### config.mk
export PLATFORM = sky130hd
export DESIGN_NAME = spireg_seq
export DESIGN_NICKNAME = d
export VERILOG_FILES = /design/src/rtl/spireg_pkg.sv /design/src/rtl/spireg_frame.sv /design/src/rtl/spireg_byte_xfer.sv /design/src/rtl/spireg_resp_chk.sv /design/src/rtl/spireg_seq.sv
export SDC_FILE = /design/constraint.sdc
export NUM_CORES = 1
export LEC_CHECK = 0
export BUFFER_PORTS_ARGS = -buffer_cell sky130_fd_sc_hd__buf_4
export CAP_MARGIN = 25
export CORE_MARGIN = 10
export CORE_UTILIZATION = 40
export CTS_BUF_LIST = sky130_fd_sc_hd__clkbuf_2 sky130_fd_sc_hd__clkbuf_4 sky130_fd_sc_hd__clkbuf_8
export DETAILED_ROUTE_END_ITERATION = 6
export PLACE_DENSITY_LB_ADDON = 0.3
export REMOVE_ABC_BUFFERS = 1
export SLEW_MARGIN = 20
export SYNTH_ARGS = -nofsm -noshare
export SYNTH_HDL_FRONTEND = slang
export SYNTH_SLANG_ARGS = --single-unit
### constraint.sdc
create_clock -name clk -period 7.7 [get_ports clk]
set_clock_uncertainty 0.1 [all_clocks]
set_input_delay 0.385 -clock clk [delete_from_list [all_inputs] [get_ports clk]]
set_output_delay 0.385 -clock clk [all_outputs]
set_load 0.01 [all_outputs]
### src/rtl/spireg_pkg.sv
package spireg_pkg;

    localparam logic [7:0] OP_INT_WR = 8'hC3;
    localparam logic [7:0] OP_INT_RD = 8'hC4;
    localparam logic [7:0] OP_SGL_WR = 8'hC9;
    localparam logic [7:0] OP_SGL_RD = 8'hCA;

    localparam int FRAME_MAX = 9;   // longest command plus CRC byte
    localparam int IDX_W     = 4;   // byte index across a whole transaction
    localparam int RD_TAIL   = 7;   // response + token + four data bytes
    localparam int WR_TAIL   = 2;   // two response bytes

    typedef enum logic [1:0] {
        S_IDLE,
        S_LEAD,
        S_SHIFT,
        S_CHECK
    } seq_state_e;

    typedef struct packed {
        logic                          wr;
        logic [7:0]                    op;
        logic [IDX_W-1:0]              flen;
        logic [FRAME_MAX-1:0][7:0]     bytes;
    } frame_t;

    // One byte through the 7-bit CRC register, most significant bit first.
    function automatic logic [6:0] crc7_byte(input logic [6:0] c, input logic [7:0] b);
        logic [6:0] r;
        logic       fb;
        r = c;
        for (int k = 7; k >= 0; k--) begin
            fb = r[6] ^ b[k];
            r  = {r[5:0], 1'b0};
            if (fb) r = r ^ 7'h09;
        end
        return r;
    endfunction

endpackage

### src/rtl/spireg_frame.sv
module spireg_frame
    import spireg_pkg::*;
#(
    parameter int                 ADDR_W     = 24,
    parameter int                 DATA_W     = 32,
    parameter logic [ADDR_W-1:0]  INT_RD_MAX = 'h0FF,
    parameter logic [ADDR_W-1:0]  INT_WR_MAX = 'h030
) (
    input  logic              wr,
    input  logic              crc_en,
    input  logic [ADDR_W-1:0] addr,
    input  logic [DATA_W-1:0] wdata,
    output frame_t            frame
);
    localparam int NB = FRAME_MAX;

    logic [NB-1:0][7:0]  body;
    logic [IDX_W-1:0]    blen;
    logic [7:0]          op;
    logic [6:0]          chain [0:NB];

    always_comb begin
        body = '0;
        blen = '0;
        op   = '0;
        if (wr) begin
            if (addr <= INT_WR_MAX) begin
                op      = OP_INT_WR;
                body[1] = addr[15:8] | 8'h80;
                body[2] = addr[7:0];
                body[3] = wdata[31:24];
                body[4] = wdata[23:16];
                body[5] = wdata[15:8];
                body[6] = wdata[7:0];
                blen    = IDX_W'(7);
            end else begin
                op      = OP_SGL_WR;
                body[1] = addr[23:16];
                body[2] = addr[15:8];
                body[3] = addr[7:0];
                body[4] = wdata[31:24];
                body[5] = wdata[23:16];
                body[6] = wdata[15:8];
                body[7] = wdata[7:0];
                blen    = IDX_W'(8);
            end
        end else begin
            if (addr <= INT_RD_MAX) begin
                op      = OP_INT_RD;
                body[1] = addr[15:8] | 8'h80;
                body[2] = addr[7:0];
                body[3] = 8'h00;
            end else begin
                op      = OP_SGL_RD;
                body[1] = addr[23:16];
                body[2] = addr[15:8];
                body[3] = addr[7:0];
            end
            blen = IDX_W'(4);
        end
        body[0] = op;
    end

    // CRC register chained through every byte position; stops advancing past blen.
    assign chain[0] = 7'h7F;
    for (genvar i = 0; i < NB; i++) begin : g_crc
        assign chain[i+1] = (IDX_W'(i) < blen) ? crc7_byte(chain[i], body[i]) : chain[i];
    end

    always_comb begin
        frame.wr    = wr;
        frame.op    = op;
        frame.bytes = body;
        frame.flen  = blen;
        if (crc_en) begin
            frame.bytes[blen] = {chain[NB], 1'b0};
            frame.flen        = blen + IDX_W'(1);
        end
    end

endmodule

### src/rtl/spireg_byte_xfer.sv
module spireg_byte_xfer #(
    parameter int DIV = 2
) (
    input  logic       clk,
    input  logic       rst,
    input  logic       go,
    input  logic [7:0] tx,
    input  logic       miso,
    output logic       sclk,
    output logic       mosi,
    output logic       busy,
    output logic       done,
    output logic [7:0] rx
);
    localparam int CW = $clog2(DIV + 1);

    logic [CW-1:0] cnt;
    logic [2:0]    nbit;
    logic [7:0]    sh;

    always_ff @(posedge clk) begin
        if (rst) begin
            cnt  <= '0;
            nbit <= '0;
            sh   <= '0;
            rx   <= '0;
            sclk <= 1'b0;
            busy <= 1'b0;
            done <= 1'b0;
        end else begin
            done <= 1'b0;
            if (!busy) begin
                if (go) begin
                    busy <= 1'b1;
                    sh   <= tx;
                    cnt  <= '0;
                    nbit <= '0;
                end
            end else if (cnt == CW'(DIV - 1)) begin
                cnt <= '0;
                if (!sclk) begin
                    sclk <= 1'b1;
                    rx   <= {rx[6:0], miso};
                end else begin
                    sclk <= 1'b0;
                    if (nbit == 3'd7) begin
                        busy <= 1'b0;
                        done <= 1'b1;
                    end else begin
                        nbit <= nbit + 3'd1;
                        sh   <= {sh[6:0], 1'b0};
                    end
                end
            end else begin
                cnt <= cnt + CW'(1);
            end
        end
    end

    assign mosi = sh[7];

endmodule

### src/rtl/spireg_resp_chk.sv
module spireg_resp_chk
    import spireg_pkg::*;
(
    input  logic             clk,
    input  logic             rst,
    input  logic             clear,
    input  logic             cap,
    input  logic [IDX_W-1:0] idx,
    input  logic [7:0]       rx,
    input  logic             wr,
    input  logic [7:0]       op,
    input  logic [IDX_W-1:0] flen,
    output logic             ok,
    output logic [31:0]      word
);
    logic [7:0] echo_q;
    logic [7:0] stat_q;
    logic [IDX_W-1:0] stat_pos;

    assign stat_pos = wr ? flen + IDX_W'(1) : flen + IDX_W'(2);

    always_ff @(posedge clk) begin
        if (rst || clear) begin
            echo_q <= '0;
            stat_q <= '0;
        end else if (cap) begin
            if (idx == flen)     echo_q <= rx;
            if (idx == stat_pos) stat_q <= rx;
        end
    end

    for (genvar g = 0; g < 4; g++) begin : g_lane
        always_ff @(posedge clk) begin
            if (rst || clear) begin
                word[8*g +: 8] <= '0;
            end else if (cap && !wr && idx == flen + IDX_W'(3 + g)) begin
                word[8*g +: 8] <= rx;
            end
        end
    end

    assign ok = (echo_q == op) && (wr ? (stat_q == 8'h00) : (stat_q[7:4] == 4'hF));

endmodule

### src/rtl/spireg_seq.sv
module spireg_seq
    import spireg_pkg::*;
#(
    parameter int                 ADDR_W     = 24,
    parameter int                 DATA_W     = 32,
    parameter int                 CLK_DIV    = 2,
    parameter logic [ADDR_W-1:0]  INT_RD_MAX = 'h0FF,
    parameter logic [ADDR_W-1:0]  INT_WR_MAX = 'h030
) (
    input  logic              clk,
    input  logic              rst,
    input  logic              start,
    input  logic              wr_en,
    input  logic              crc_en,
    input  logic [ADDR_W-1:0] addr,
    input  logic [DATA_W-1:0] wdata,
    input  logic              miso,
    output logic              sclk,
    output logic              mosi,
    output logic              cs_n,
    output logic              busy,
    output logic              done,
    output logic              err,
    output logic [DATA_W-1:0] rdata
);
    seq_state_e       state;
    frame_t           fr_d, fr_q;
    logic [IDX_W-1:0] idx, last_idx, lidx;
    logic             go, bdone, bbusy, accept, cap, ok;
    logic [7:0]       tx_byte, rx_byte;
    logic [31:0]      rd_word;

    spireg_frame #(
        .ADDR_W(ADDR_W), .DATA_W(DATA_W),
        .INT_RD_MAX(INT_RD_MAX), .INT_WR_MAX(INT_WR_MAX)
    ) u_frame (
        .wr(wr_en), .crc_en(crc_en), .addr(addr), .wdata(wdata), .frame(fr_d)
    );

    assign accept = start && state == S_IDLE && !done;
    assign cap    = state == S_SHIFT && bdone;
    assign go     = state == S_LEAD || (cap && idx != last_idx);
    assign lidx   = (state == S_LEAD) ? '0 : idx + IDX_W'(1);
    assign tx_byte = (lidx < fr_q.flen) ? fr_q.bytes[lidx] : 8'h00;

    spireg_byte_xfer #(.DIV(CLK_DIV)) u_xfer (
        .clk(clk), .rst(rst), .go(go), .tx(tx_byte), .miso(miso),
        .sclk(sclk), .mosi(mosi), .busy(bbusy), .done(bdone), .rx(rx_byte)
    );

    spireg_resp_chk u_chk_resp (
        .clk(clk), .rst(rst), .clear(accept), .cap(cap), .idx(idx), .rx(rx_byte),
        .wr(fr_q.wr), .op(fr_q.op), .flen(fr_q.flen), .ok(ok), .word(rd_word)
    );

    always_ff @(posedge clk) begin
        if (rst) begin
            state    <= S_IDLE;
            fr_q     <= '0;
            idx      <= '0;
            last_idx <= '0;
            cs_n     <= 1'b1;
            done     <= 1'b0;
            err      <= 1'b0;
            rdata    <= '0;
        end else begin
            done <= 1'b0;
            err  <= 1'b0;
            case (state)
                S_IDLE: if (accept) begin
                    fr_q     <= fr_d;
                    idx      <= '0;
                    last_idx <= fr_d.flen + (wr_en ? IDX_W'(WR_TAIL - 1) : IDX_W'(RD_TAIL - 1));
                    cs_n     <= 1'b0;
                    state    <= S_LEAD;
                end
                S_LEAD: state <= S_SHIFT;
                S_SHIFT: if (bdone) begin
                    if (idx == last_idx) begin
                        cs_n  <= 1'b1;
                        state <= S_CHECK;
                    end else begin
                        idx <= idx + IDX_W'(1);
                    end
                end
                S_CHECK: begin
                    done  <= 1'b1;
                    err   <= !ok;
                    if (!fr_q.wr && ok) rdata <= DATA_W'(rd_word);
                    state <= S_IDLE;
                end
                default: state <= S_IDLE;
            endcase
        end
    end

    assign busy = (state != S_IDLE) || done;

    logic unused_ok;
    assign unused_ok = bbusy;

endmodule

# == Word-level counts from Yosys, hierarchy flattened ==
# Index checks and enable logic that the tools add are counted.
# word_totals
regBits,202
inputBits,62
out_inout_bits,38
word_cells,388
# classes
add_sub_neg,11
magnitude_cmp,15
eq_ne,22
mux,135
n_bitwise,138
reduce_logical,35
# ops
operator,count
2-to-1 mux 4 bit,81
inverter 2 bit,71
2-to-1 mux 8 bit,10
2-to-1 mux 76 bit,1
bitwise mux 72 bit,1
2-to-1 mux 7 bit,9
bitwise XOR 1 bit,60
2-to-1 mux 24 bit,2
2-to-1 mux 48 bit,1
binary-select mux 8 bit (select 4 bit),1
demux 8 bit (select 4 bit),1
2-to-1 mux 32 bit,1
equality test 4 bit,7
less-or-equal comparator 24 x 6 -> 1 bit (second input constant),1
less-or-equal comparator 24 x 8 -> 1 bit (second input constant),1
2-to-1 mux 3 bit,6
less-than comparator 3 x 4 -> 1 bit (first input constant),4
adder 4 x 1 -> 4 bit (second input constant),3
adder 4 x 3 -> 4 bit (second input constant),3
logical AND 1 bit,12
2-to-1 mux 1 bit,12
2-to-1 mux 2 bit,6
AND reduction 4 bit,3
less-than comparator 4 x 5 -> 1 bit (second input constant),2
other kinds (31),57

# == Logic depth before layout (Yosys ltp) ==
# Gate-level depths: netlist of the first run.
# logic_depth
word_depth,158
ltp_mapped,19
ltp_nobuf,16

# == Modules after synthesis ==
# From an unflattened synthesis of the first run, not the netlist that was laid out.
# unflattened
hier_cells,1541
area_unflattened_um2,12524.5
# modules_own_cells
mod,instances,cells_each,area_each_um2,seq_area_each_um2
spireg_seq,1,733,5664.2,2602.5
spireg_frame,1,488,3674.8,0.0
spireg_resp_chk,1,222,2217.1,960.9
spireg_byte_xfer,1,98,968.4,480.5

# == Worst setup path before layout of the first run ==
# No wires, ideal clock.
# synth_timing
kind,input -> register
startpoint,input addr[20]
endpoint,register fr_q[68] in the netlist's numbering
setup_ns,0.117
arrival_ns,5.515
t_required_ns,7.483
slack_ns,1.968
stages,17
path_buffers,2
path_cell_list,buf_6 > or4_4 > buf_6 > a311o_4 > nor4_4 > a21oi_1 > xnor2_1 > xnor2_1 > xnor3_2 > xnor3_2 > xnor3_2 > xnor2_1 > o221a_2 > xnor3_2 > a21boi_4 > xor3_1 > a32o_2
# synth_via
elab_chain_cells,73
elab_cells_between_ends,218
classes_between,order compare: 13; mux: 91; bitwise: 113; reduce/logical: 1
# synth_lines
element,line,text
"start, declared",spireg_seq.sv:15,"input logic [ADDR_W-1:0] addr,"
branches (longest 71 deep; another with less-or-equal comparator 24 x 6 -> 1 bit),-,
bitwise mux 72 bit (*),spireg_frame.sv:76,"frame.bytes[blen] = {chain[NB], 1'b0};"
2-to-1 mux 76 bit (*),spireg_frame.sv:75,if (crc_en) begin
"end signal, assigned",spireg_seq.sv:71,fr_q <= fr_d;
"end, declared",spireg_seq.sv:27,"frame_t fr_d, fr_q;"
# Mark *: on every way between the ends.
# A chain may end at the register's enable or synchronous reset.

# == Worst setup path after layout of the first run ==
# layout_timing
startpoint,input addr[0]
endpoint,register fr_q[68] in the netlist's numbering
# The elaborated chain is that of the path after synthesis.

==> flow_summary.ini, run 1 <==
[status]
outcome = completed

[pwr]
powerDensity_nw_per_um2 = 363
p_int_uw = 2750
p_clk_share_pct = 14.4
comb_power_share_pct = 59.5
ir_worst_vdd_mv = 0.372
power_switching_uw = 1920
power_switching_share_pct = 41.1
power_frac_seq_pct = 26.1
p_leak_uw = 0.00539

[detailed_routing]
drtIter0Drc = 810
post-route-drc-count = 0
finalWirelength_um = 32700
firstDrtPassIters = 5
antenna_left = 0
viasPerCell = 5.52
vias = 9739
wl_per_cell_um = 18.5

[critical_path]
cp_slowest_cell = or4_1
path_class = primary input to flop
cp_cell_sequence = buf_4, or4_1, a311o_4, nor4_4, a21oi_1, xnor2_1, xnor2_1, xnor3_2, xnor3_2, xnor3_2, xnor2_1, o221a_2, xnor3_2, a21boi_4, xor3_1, a32o_2
critPathCaptureType = flop
critPathMaxStageDelay_ns = 0.65
worstPathRequired_ns = 7.98
start_kind = primary input
cp_max_fo = 7
crit_top_cell = xnor3_2
arrival_ns = 6.03

[clock_network]
cts_tree = done
h-tree-depth = 4
ctsHoldBuffers = 0
cts-resized-gates = 0
max-clock-path-buffers = 2
insertion_delay_ns = 0.48
cts_inserted_buffers = 17
clkTransAtPathRegs_ns = 0.11
clockRootBuffer = clkbuf_8
cts_num_sinks = 195
post_cts_buffers = 0

[synthesis]
post_synth_num_cell_types = 95
yosysTopAreaCell = dfxtp_1
synthCells = 1328
async_flop_share_pct = 0
synth_top_area_share_pct = 34.2
synth_edf_count = 0
yosysWarningCount = 0
yosys-top-cells-area = dfxtp_1 34%, mux2i_1 9.1%, nor2_1 6.4%, nand2_1 5.2%, xnor2_1 4.7%
synthFlopType = dfxtp_1
ys_ff_latch = 195
synth_seq_area_share_pct = 34.2
postSynthAreaPerCell_um2 = 8.60
syn_area_um2 = 11400

[floorplanning]
core_um2 = 28000
start_util_pct = 40.8
io_pins = 100
design.die.area_um2 = 35700
dieWidth_um = 189
die_h_um = 189
num_rows = 61

[timing]
final_max_slew_viol_count = 0
min_period_ns = 5.75
setup_viol = 0
max_freq_ghz = 0.174
tightest_slew_ns = 0.969
final_hold_viol_count = 0
tns_ns = 0
slew_headroom_pct = 35.1
rsz0062_at_grt = false
timing.final.crit_share_pct = 74.7

[global_route]
antenna_found_initial = 1
grt_max_degree = 77
grt_pass1_wl_um = 51500
grt_overflow = 0
grt_usage_pct = 17.7
grt_pass1_vias = 9263

[finish]
area_growth_syn_to_layout_pct = 12.9
n_antenna_cell = 0
post_layout_nonfiller_instances = 1764
final_cell_mix = 195 x nor2_1, 195 x dfxtp_1, 159 x nand2_1
drive_gt1_share_pct = 15.4
nets = 1456
fill_cells = 2770

[place]
io_buffer_count = 99
dp_hpwl_um = 23900
dp.cells = 1731
routabilityCongestion = 0.966

[run]
drv_cap = 0

[hold_path]
hold_path.class = primary input to flop
[area by class of cell]
class	instances	area, µm²	share of cell area (%)
Sequential cell	195	3900	30.3
Multi-Input combinational cell	1027	7130	55.3
Timing Repair Buffer	114	891	6.91
Clock inverter	15	190	1.48
Inverter	18	67.6	0.524
Tap cell	378	473	3.67
Clock buffer	17	234	1.82
[power groups by stage]
stage	combinational (µW)	sequential [µW]	clock, µW
global route	3030	1230	734
detailed placement	2770	1240	0
CTS	2790	1220	690
finish	2780	1220	674
global placement	2730	1240	0
floorplan	2230	1210	0
[critical path: cells and delay by family]
kind	cells	cell delay [ns]
XOR/XNOR	8	3.05
buffers and inverters	1	0.13
AO/OA/AOI/OAI	5	1.45
AND/OR/NAND/NOR	2	1.01
[Yosys cell counts, types with 4 or more instances]
master,count
nor2_1,196
dfxtp_1,195
buf_2,5
a211oi_1,37
a31oi_1,5
clkbuf_1,70
nor3_1,42
or2_2,7
and3_1,6
a21oi_1,99
a311oi_1,12
nand4_1,6
inv_1,17
a221oi_1,4
and2_1,15
o21a_1,4
xnor3_2,7
a22oi_1,8
xnor2_1,61
mux4_2,7
a21o_1,5
xor2_1,34
ha_1,19
o21ai_0,33
buf_1,11
nand2b_1,10
nor2b_1,14
nor3b_1,6
nand2_1,159
nand3_1,16
xnor3_1,15
mux2i_1,104
nor4_1,6
[kinds of logic after synthesis]
group	after synthesis	synth area share, %
adder cells (fa/ha/maj)	21	2.43
XOR/XNOR	126	13.4
buffers and inverters	106	3.67
multiplexers	114	10.8
AND/OR/NAND/NOR	511	20.5
AO/OA/AOI/OAI	255	15.0
flip-flops	195	34.2
[registers in the layout, summed over array words and instances (netlist names)]
register and count:
fr_q 78, rdata 32, u_chk_resp.word 32, u_chk_resp.echo_q 8, u_chk_resp.stat_q 8, u_xfer.rx 8, u_xfer.sh 8, idx 4
last_idx 4, u_xfer.nbit 3, state 2, u_xfer.cnt 2, cs_n 1, done 1, err 1, u_xfer.busy 1
u_xfer.done 1, u_xfer.sclk 1
[through the flow]
step / utilization (%) / worst slack, ns / hold slack, ns / cell area (µm²) / power [µW]
finish: 46.0 / 1.95 / 0.0590 / 12900 / 4670
global route: 46.0 / 1.66 / 0.0478 / 12900 / 5000
CTS: 46.0 / 1.99 / 0.0454 / 12900 / 4700
detailed placement: 44.4 / 1.50 / 0.339 / 12400 / 4010
global placement: 44.2 / 1.55 / 0.334 / 12400 / 3970
floorplan: - / 1.89 / 0.321 / 11100 / 3440
[path summary, 6_finish.rpt]
check,cells past startpoint,startpoint,endpoint,slack [ns]
setup / recovery,16,addr[0],fr_q[68],1.95
hold / removal,3,miso,u_xfer.rx[0],0.06
hold reg to reg,2,fr_q[56],fr_q[56],0.36
setup reg to reg,11,idx[0],u_xfer.sh[2],4.18
[per-layer routing]
layer	share of wire, %	vias up	GRT usage [%]
met3	5.9	41	3.86
met2	46	264	28.1
met1	46	4731	23.8
li1	-	4703	-
met4	1.8	0	4.64
met5	0	-	0
(Power assumes the default switching activity.)
==> run 2, diff against run 1 <==
==> constraint.sdc (replaced) <==
create_clock -name clk -period 5.8 [get_ports clk]
set_clock_uncertainty 0.1 [all_clocks]
set_input_delay 0.29 -clock clk [delete_from_list [all_inputs] [get_ports clk]]
set_output_delay 0.29 -clock clk [all_outputs]
set_load 0.01 [all_outputs]
==> run 2 against run 1 <==
Via count grew 1.3%; count of clock-buffer cells in the layout is the same; highest routed layer unchanged; first-iteration DRC count rose by 1.2%.
==> flow_summary.ini, run 2 (same netlist as run 1, synthesis figures left out) <==
[status]
outcome = completed

[global_route]
antenna_found_initial = 0
grt_usage_pct = 18.0
grt_pass1_wl_um = 52200
grt_pass1_vias = 9497
grt_overflow = 0
grt_max_degree = 61
gr-usage-met3_pct = 3.86
busiest_layer = met2
use_met1_pct = 23.5
met2_usage_pct = 29.7

[finish]
area_growth_syn_to_layout_pct = 17.9
n_antenna_cell = 0
post_layout_nonfiller_instances = 1824
final_cell_mix = 195 x nor2_1, 195 x dfxtp_1, 164 x buf_4
regArea_um2 = 3900
reg.largest.list = fr_q x78, rdata x32, u_chk_resp.word x32
regMostFlops = fr_q
multi_input_area_um2 = 7240
fill_cells = 2713
drive_gt1_share_pct = 19.3
largest_reg_flops = 78
nets = 1516

[place]
routabilityCongestion = 0.944
io_buffer_count = 99
dp_hpwl_um = 24800
place_ws_ns = 0.00905
dp.cells = 1779

[critical_path]
start_kind = primary input
worstPathRequired_ns = 6.10
critPathCaptureType = flop
arrival_ns = 5.98
r2r_cells = 10
cp_max_fo = 6
path_class = primary input to flop

[timing]
slew_headroom_pct = 46.8
final_max_slew_viol_count = 0
tightest_slew_ns = 0.795
setup_viol = 0
holdWs_ns = 0.0307
min_period_ns = 5.69
timing.final.crit_share_pct = 98.0
finalWorstSetupSlack_ns = 0.113
final_hold_viol_count = 0
max_freq_ghz = 0.176

[floorplanning]
io_pins = 100
core_um2 = 28000
start_util_pct = 40.8
dieWidth_um = 189
design.die.area_um2 = 35700
die_h_um = 189
num_rows = 61

[clock_network]
clockRootBuffer = clkbuf_8
h-tree-depth = 4
cts_inserted_buffers = 17
clkTransAtPathRegs_ns = 0.10
insertion_delay_ns = 0.48
max-clock-path-buffers = 2
cts_tree = done
cts_num_sinks = 195

[hold_path]
hold_path.class = primary input to flop
hold_depth = 3

[detailed_routing]
finalWirelength_um = 33000
viasPerCell = 5.41
firstDrtPassIters = 5
antenna_left = 0
wl_per_cell_um = 18.1
vias = 9868
post-route-drc-count = 0
drtIter0Drc = 820

[pwr]
ir_worst_vdd_mv = 0.422
powerDensity_nw_per_um2 = 490
p_leak_uw = 0.00572

[run]
drv_cap = 0
-- run 2: power breakdown --
part           switching [µW]  internal (µW)
combinational            1930           2120
clock                     550            371
sequential                122           1490
-- run 2: final cells by class --
class	instances	area share, %
well taps	378	3.51
clock buffers	17	1.74
inverters	18	0.502
clock inverters	15	1.37
multi-input cells	1027	53.8
repair buffers	174	10.1
flip-flops and latches	195	29.0
-- run 2: per-layer routing --
layer  up-vias  routed length (µm)
li1       4831                   -
met1      4697               14800
met2       294               15400
met3        46                2240
met4         0                 595
met5         -                   0
-- run 2: worst paths after layout --
path | to | slack (ns) | startpoint
hold reg to reg | fr_q[26] | 0.36 | fr_q[26]
hold / removal | fr_q[11] | 0.03 | addr[19]
setup reg to reg | u_xfer.sh[3] | 2.65 | state[1]
setup / recovery | fr_q[70] | 0.11 | addr[18]
-- run 2: worst max-delay path, stage by stage --
cell and delay, ns:
dlygate4sd3_1 0.54, buf_4 0.16, or4_4 0.49, or3_4 0.39, or2_4 0.32, a211oi_4 0.20, buf_4 0.18, xnor3_1 0.33
xnor3_2 0.41, xor3_2 0.42, a21o_1 0.24, nand2_4 0.10, xnor3_1 0.43, nand2b_4 0.17, a211o_1 0.33, and3_1 0.20
or3_4 0.39, and4_4 0.18, o31ai_2 0.19
-- run 2: timing repair --
action,4_1_cts,5_1_grt
setup endpoints to repair,0,8
gates resized for setup,0,20
setup buffers,0,7
hold buffers,6,0
hold endpoints to repair,6,0
-- run 2: per-stage QoR --
| step | util [%] | total power [µW] | TNS [ns] | instance area, µm² |
|---|---|---|---|---|
| 2_1_floorplan | - | 4570 | 0 | 11100 |
| 6_report | 48.1 | 6590 | 0 | 13500 |
| 3_5_place_dp | 45.7 | 5550 | 0 | 12800 |
| 5_1_grt | 48.1 | 7030 | -0.0276 | 13500 |
| 4_1_cts | 47.4 | 6480 | 0 | 13300 |
| 3_3_place_gp | 45.5 | 5520 | 0 | 12700 |
==> run 3, diff against run 2 <==
--- a/config.mk
+++ b/config.mk
@@ -11,8 +11,8 @@
 export CORE_UTILIZATION = 40
 export CTS_BUF_LIST = sky130_fd_sc_hd__clkbuf_2 sky130_fd_sc_hd__clkbuf_4 sky130_fd_sc_hd__clkbuf_8
 export DETAILED_ROUTE_END_ITERATION = 6
-export PLACE_DENSITY_LB_ADDON = 0.3
-export REMOVE_ABC_BUFFERS = 1
+export PLACE_DENSITY = 0.61
+export SETUP_SLACK_MARGIN = 0.15
 export SLEW_MARGIN = 20
 export SYNTH_ARGS = -nofsm -noshare
 export SYNTH_HDL_FRONTEND = slang
==> run 3 against run 2 <==
Clock power increased by 5.0%; final cell count down 0.82%; global-route usage up 1.0 points; final area shrank 1.2%; worst setup slack improved by 0.20 ns; largest cell class unchanged.
==> flow_summary.ini, run 3 (same netlist as run 1, synthesis figures left out) <==
[hold_path]
hold_path.class = primary input to flop
whs_endpoint = fr_q[14]
hp-start = addr[22]
hold_depth = 3

[clock_network]
insertion_delay_ns = 0.49
cts_inserted_buffers = 17
clockRootBuffer = clkbuf_8
h-tree-depth = 4
max-clock-path-buffers = 2
cts_tree = done
cts_num_sinks = 195
clkTransAtPathRegs_ns = 0.11

[finish]
post_layout_nonfiller_instances = 1809
n_antenna_cell = 0
area_growth_syn_to_layout_pct = 16.5
nets = 1501
drive_gt1_share_pct = 18.0
largest_reg_flops = 78
regMostFlops = fr_q
final_cell_mix = 195 x nor2_1, 195 x dfxtp_1, 159 x nand2_1
reg.largest.list = fr_q x78, rdata x32, u_chk_resp.word x32

[global_route]
grt_max_degree = 73
grt_overflow = 0
grt_usage_pct = 19.0
antenna_found_initial = 1
grt_pass1_wl_um = 54500
grt_pass1_vias = 9627

[critical_path]
regToRegSetupSlack_ns = 2.23
critPathMaxStageDelay_ns = 0.53
cp_cell_sequence = dlygate4sd3_1, buf_4, nor3_2, nand3_1, or2_4, a211oi_4, xnor3_1, xnor3_2, xor3_2, a21o_1, nand2_4, xnor3_1, nand2b_4, a211o_1, and3_1, or3_4, and4_4, o31ai_2
rr_startpoint = state[1]
cp_slowest_cell = dlygate4sd3_1
critPathCaptureType = flop
reg2reg_to = u_xfer.sh[5]
arrival_ns = 5.80
cp_max_fo = 6
crit_top_cell = xnor3_1
r2r_cells = 9
start_kind = primary input
worstPathRequired_ns = 6.11
cp-startpoint = addr[19]
path_class = primary input to flop

[timing]
min_period_ns = 5.48
tightest_slew_ns = 1.03
final_hold_viol_count = 0
rsz0062_at_grt = false
final_max_slew_viol_count = 0
timing.final.crit_share_pct = 94.6
max_freq_ghz = 0.182
tns_ns = 0
setup_viol = 0
slew_headroom_pct = 31.0

[place]
routabilityCongestion = 0.936
dp.cells = 1770
dp_hpwl_um = 25400
io_buffer_count = 99

[detailed_routing]
finalWirelength_um = 34200
vias = 9872
drtIter0Drc = 812
post-route-drc-count = 0
firstDrtPassIters = 5
viasPerCell = 5.46
antenna_left = 0
wl_per_cell_um = 18.9

[floorplanning]
die_h_um = 189
design.die.area_um2 = 35700
num_rows = 61
io_pins = 100
dieWidth_um = 189
start_util_pct = 40.8
core_um2 = 28000

[run]
drv_cap = 0

[synthesis]
synth_nets = 1411

[pwr]
ir_worst_vdd_mv = 0.960
p_leak_uw = 0.00563
powerDensity_nw_per_um2 = 501

[status]
outcome = completed
run 3: changes by cell type in the layout (fill, tap and decap cells not counted), moves of 2 or more:
| cell | previous run | this run |
|---|---|---|
| inv_12 | 0 | 3 |
| buf_4 | 164 | 152 |
| clkinv_8 | 2 | 4 |
| xnor2_2 | 3 | 5 |
| inv_8 | 7 | 4 |
| nor4_2 | 3 | 1 |
| nor4_1 | 3 | 5 |
| o311ai_1 | 0 | 2 |
run 3: routing by layer:
layer	GRT usage [%]	share of wire, %	vias to the layer above	wire length (µm)
li1	-	-	4807	-
met1	25.6	45	4714	15500
met2	30.1	46	294	15800
met3	3.11	6.0	55	2040
met4	6.65	2.5	2	867
met5	0	0.038	-	13
run 3: final cells by class:
type,instances,area (µm²)
clock inverters,15,214
clock buffers,17,234
repair buffers,159,1230
well taps,378,473
multi-input cells,1027,7180
flip-flops and latches,195,3900
inverters,18,67.6
fillers,2712,14700
run 3: power breakdown:
| part | switching, µW | total, µW | internal (µW) |
|---|---|---|---|
| combinational | 1970 | 4070 | 2100 |
| sequential | 127 | 1620 | 1490 |
| clock | 584 | 967 | 383 |
run 3: through the flow:
stage	util, %	area (µm²)	setup slack [ns]	power [µW]	hold WS (ns)
after CTS	47.3	13200	0.271	6640	0.00102
after global placement	45.4	12700	0.0399	5600	0.335
after floorplan	-	11400	0.163	4620	0.321
after global routing	47.5	13300	0.167	7120	0.0299
final	47.5	13300	0.316	6660	0.0322
after detailed placement	45.5	12700	-0.0774	5660	0.336
run 3: how the worst max path moves through the flow:
stage,slack [ns],to
2_1_floorplan,0.16,fr_q[68]
3_3_place_gp,0.04,fr_q[68]
3_5_place_dp,-0.08,fr_q[68]
4_1_cts,0.27,fr_q[68]
5_1_grt,0.17,fr_q[70]
6_report,0.32,fr_q[70]
run 3: critical path, delay by kind of cell:
| kind | cells | cell delay (ns) |
|---|---|---|
| XOR/XNOR | 4 | 1.64 |
| AND/OR/NAND/NOR | 8 | 1.96 |
| buffers and inverters | 2 | 0.70 |
| AO/OA/AOI/OAI | 4 | 1.18 |
run 3: repair_timing:
action / in CTS / in global routing
hold buffers: 6 / 0
buffers inserted: 0 / 1
hold endpoints to repair: 6 / 0
setup endpoints to repair: 0 / 6
gates resized for setup: 0 / 7
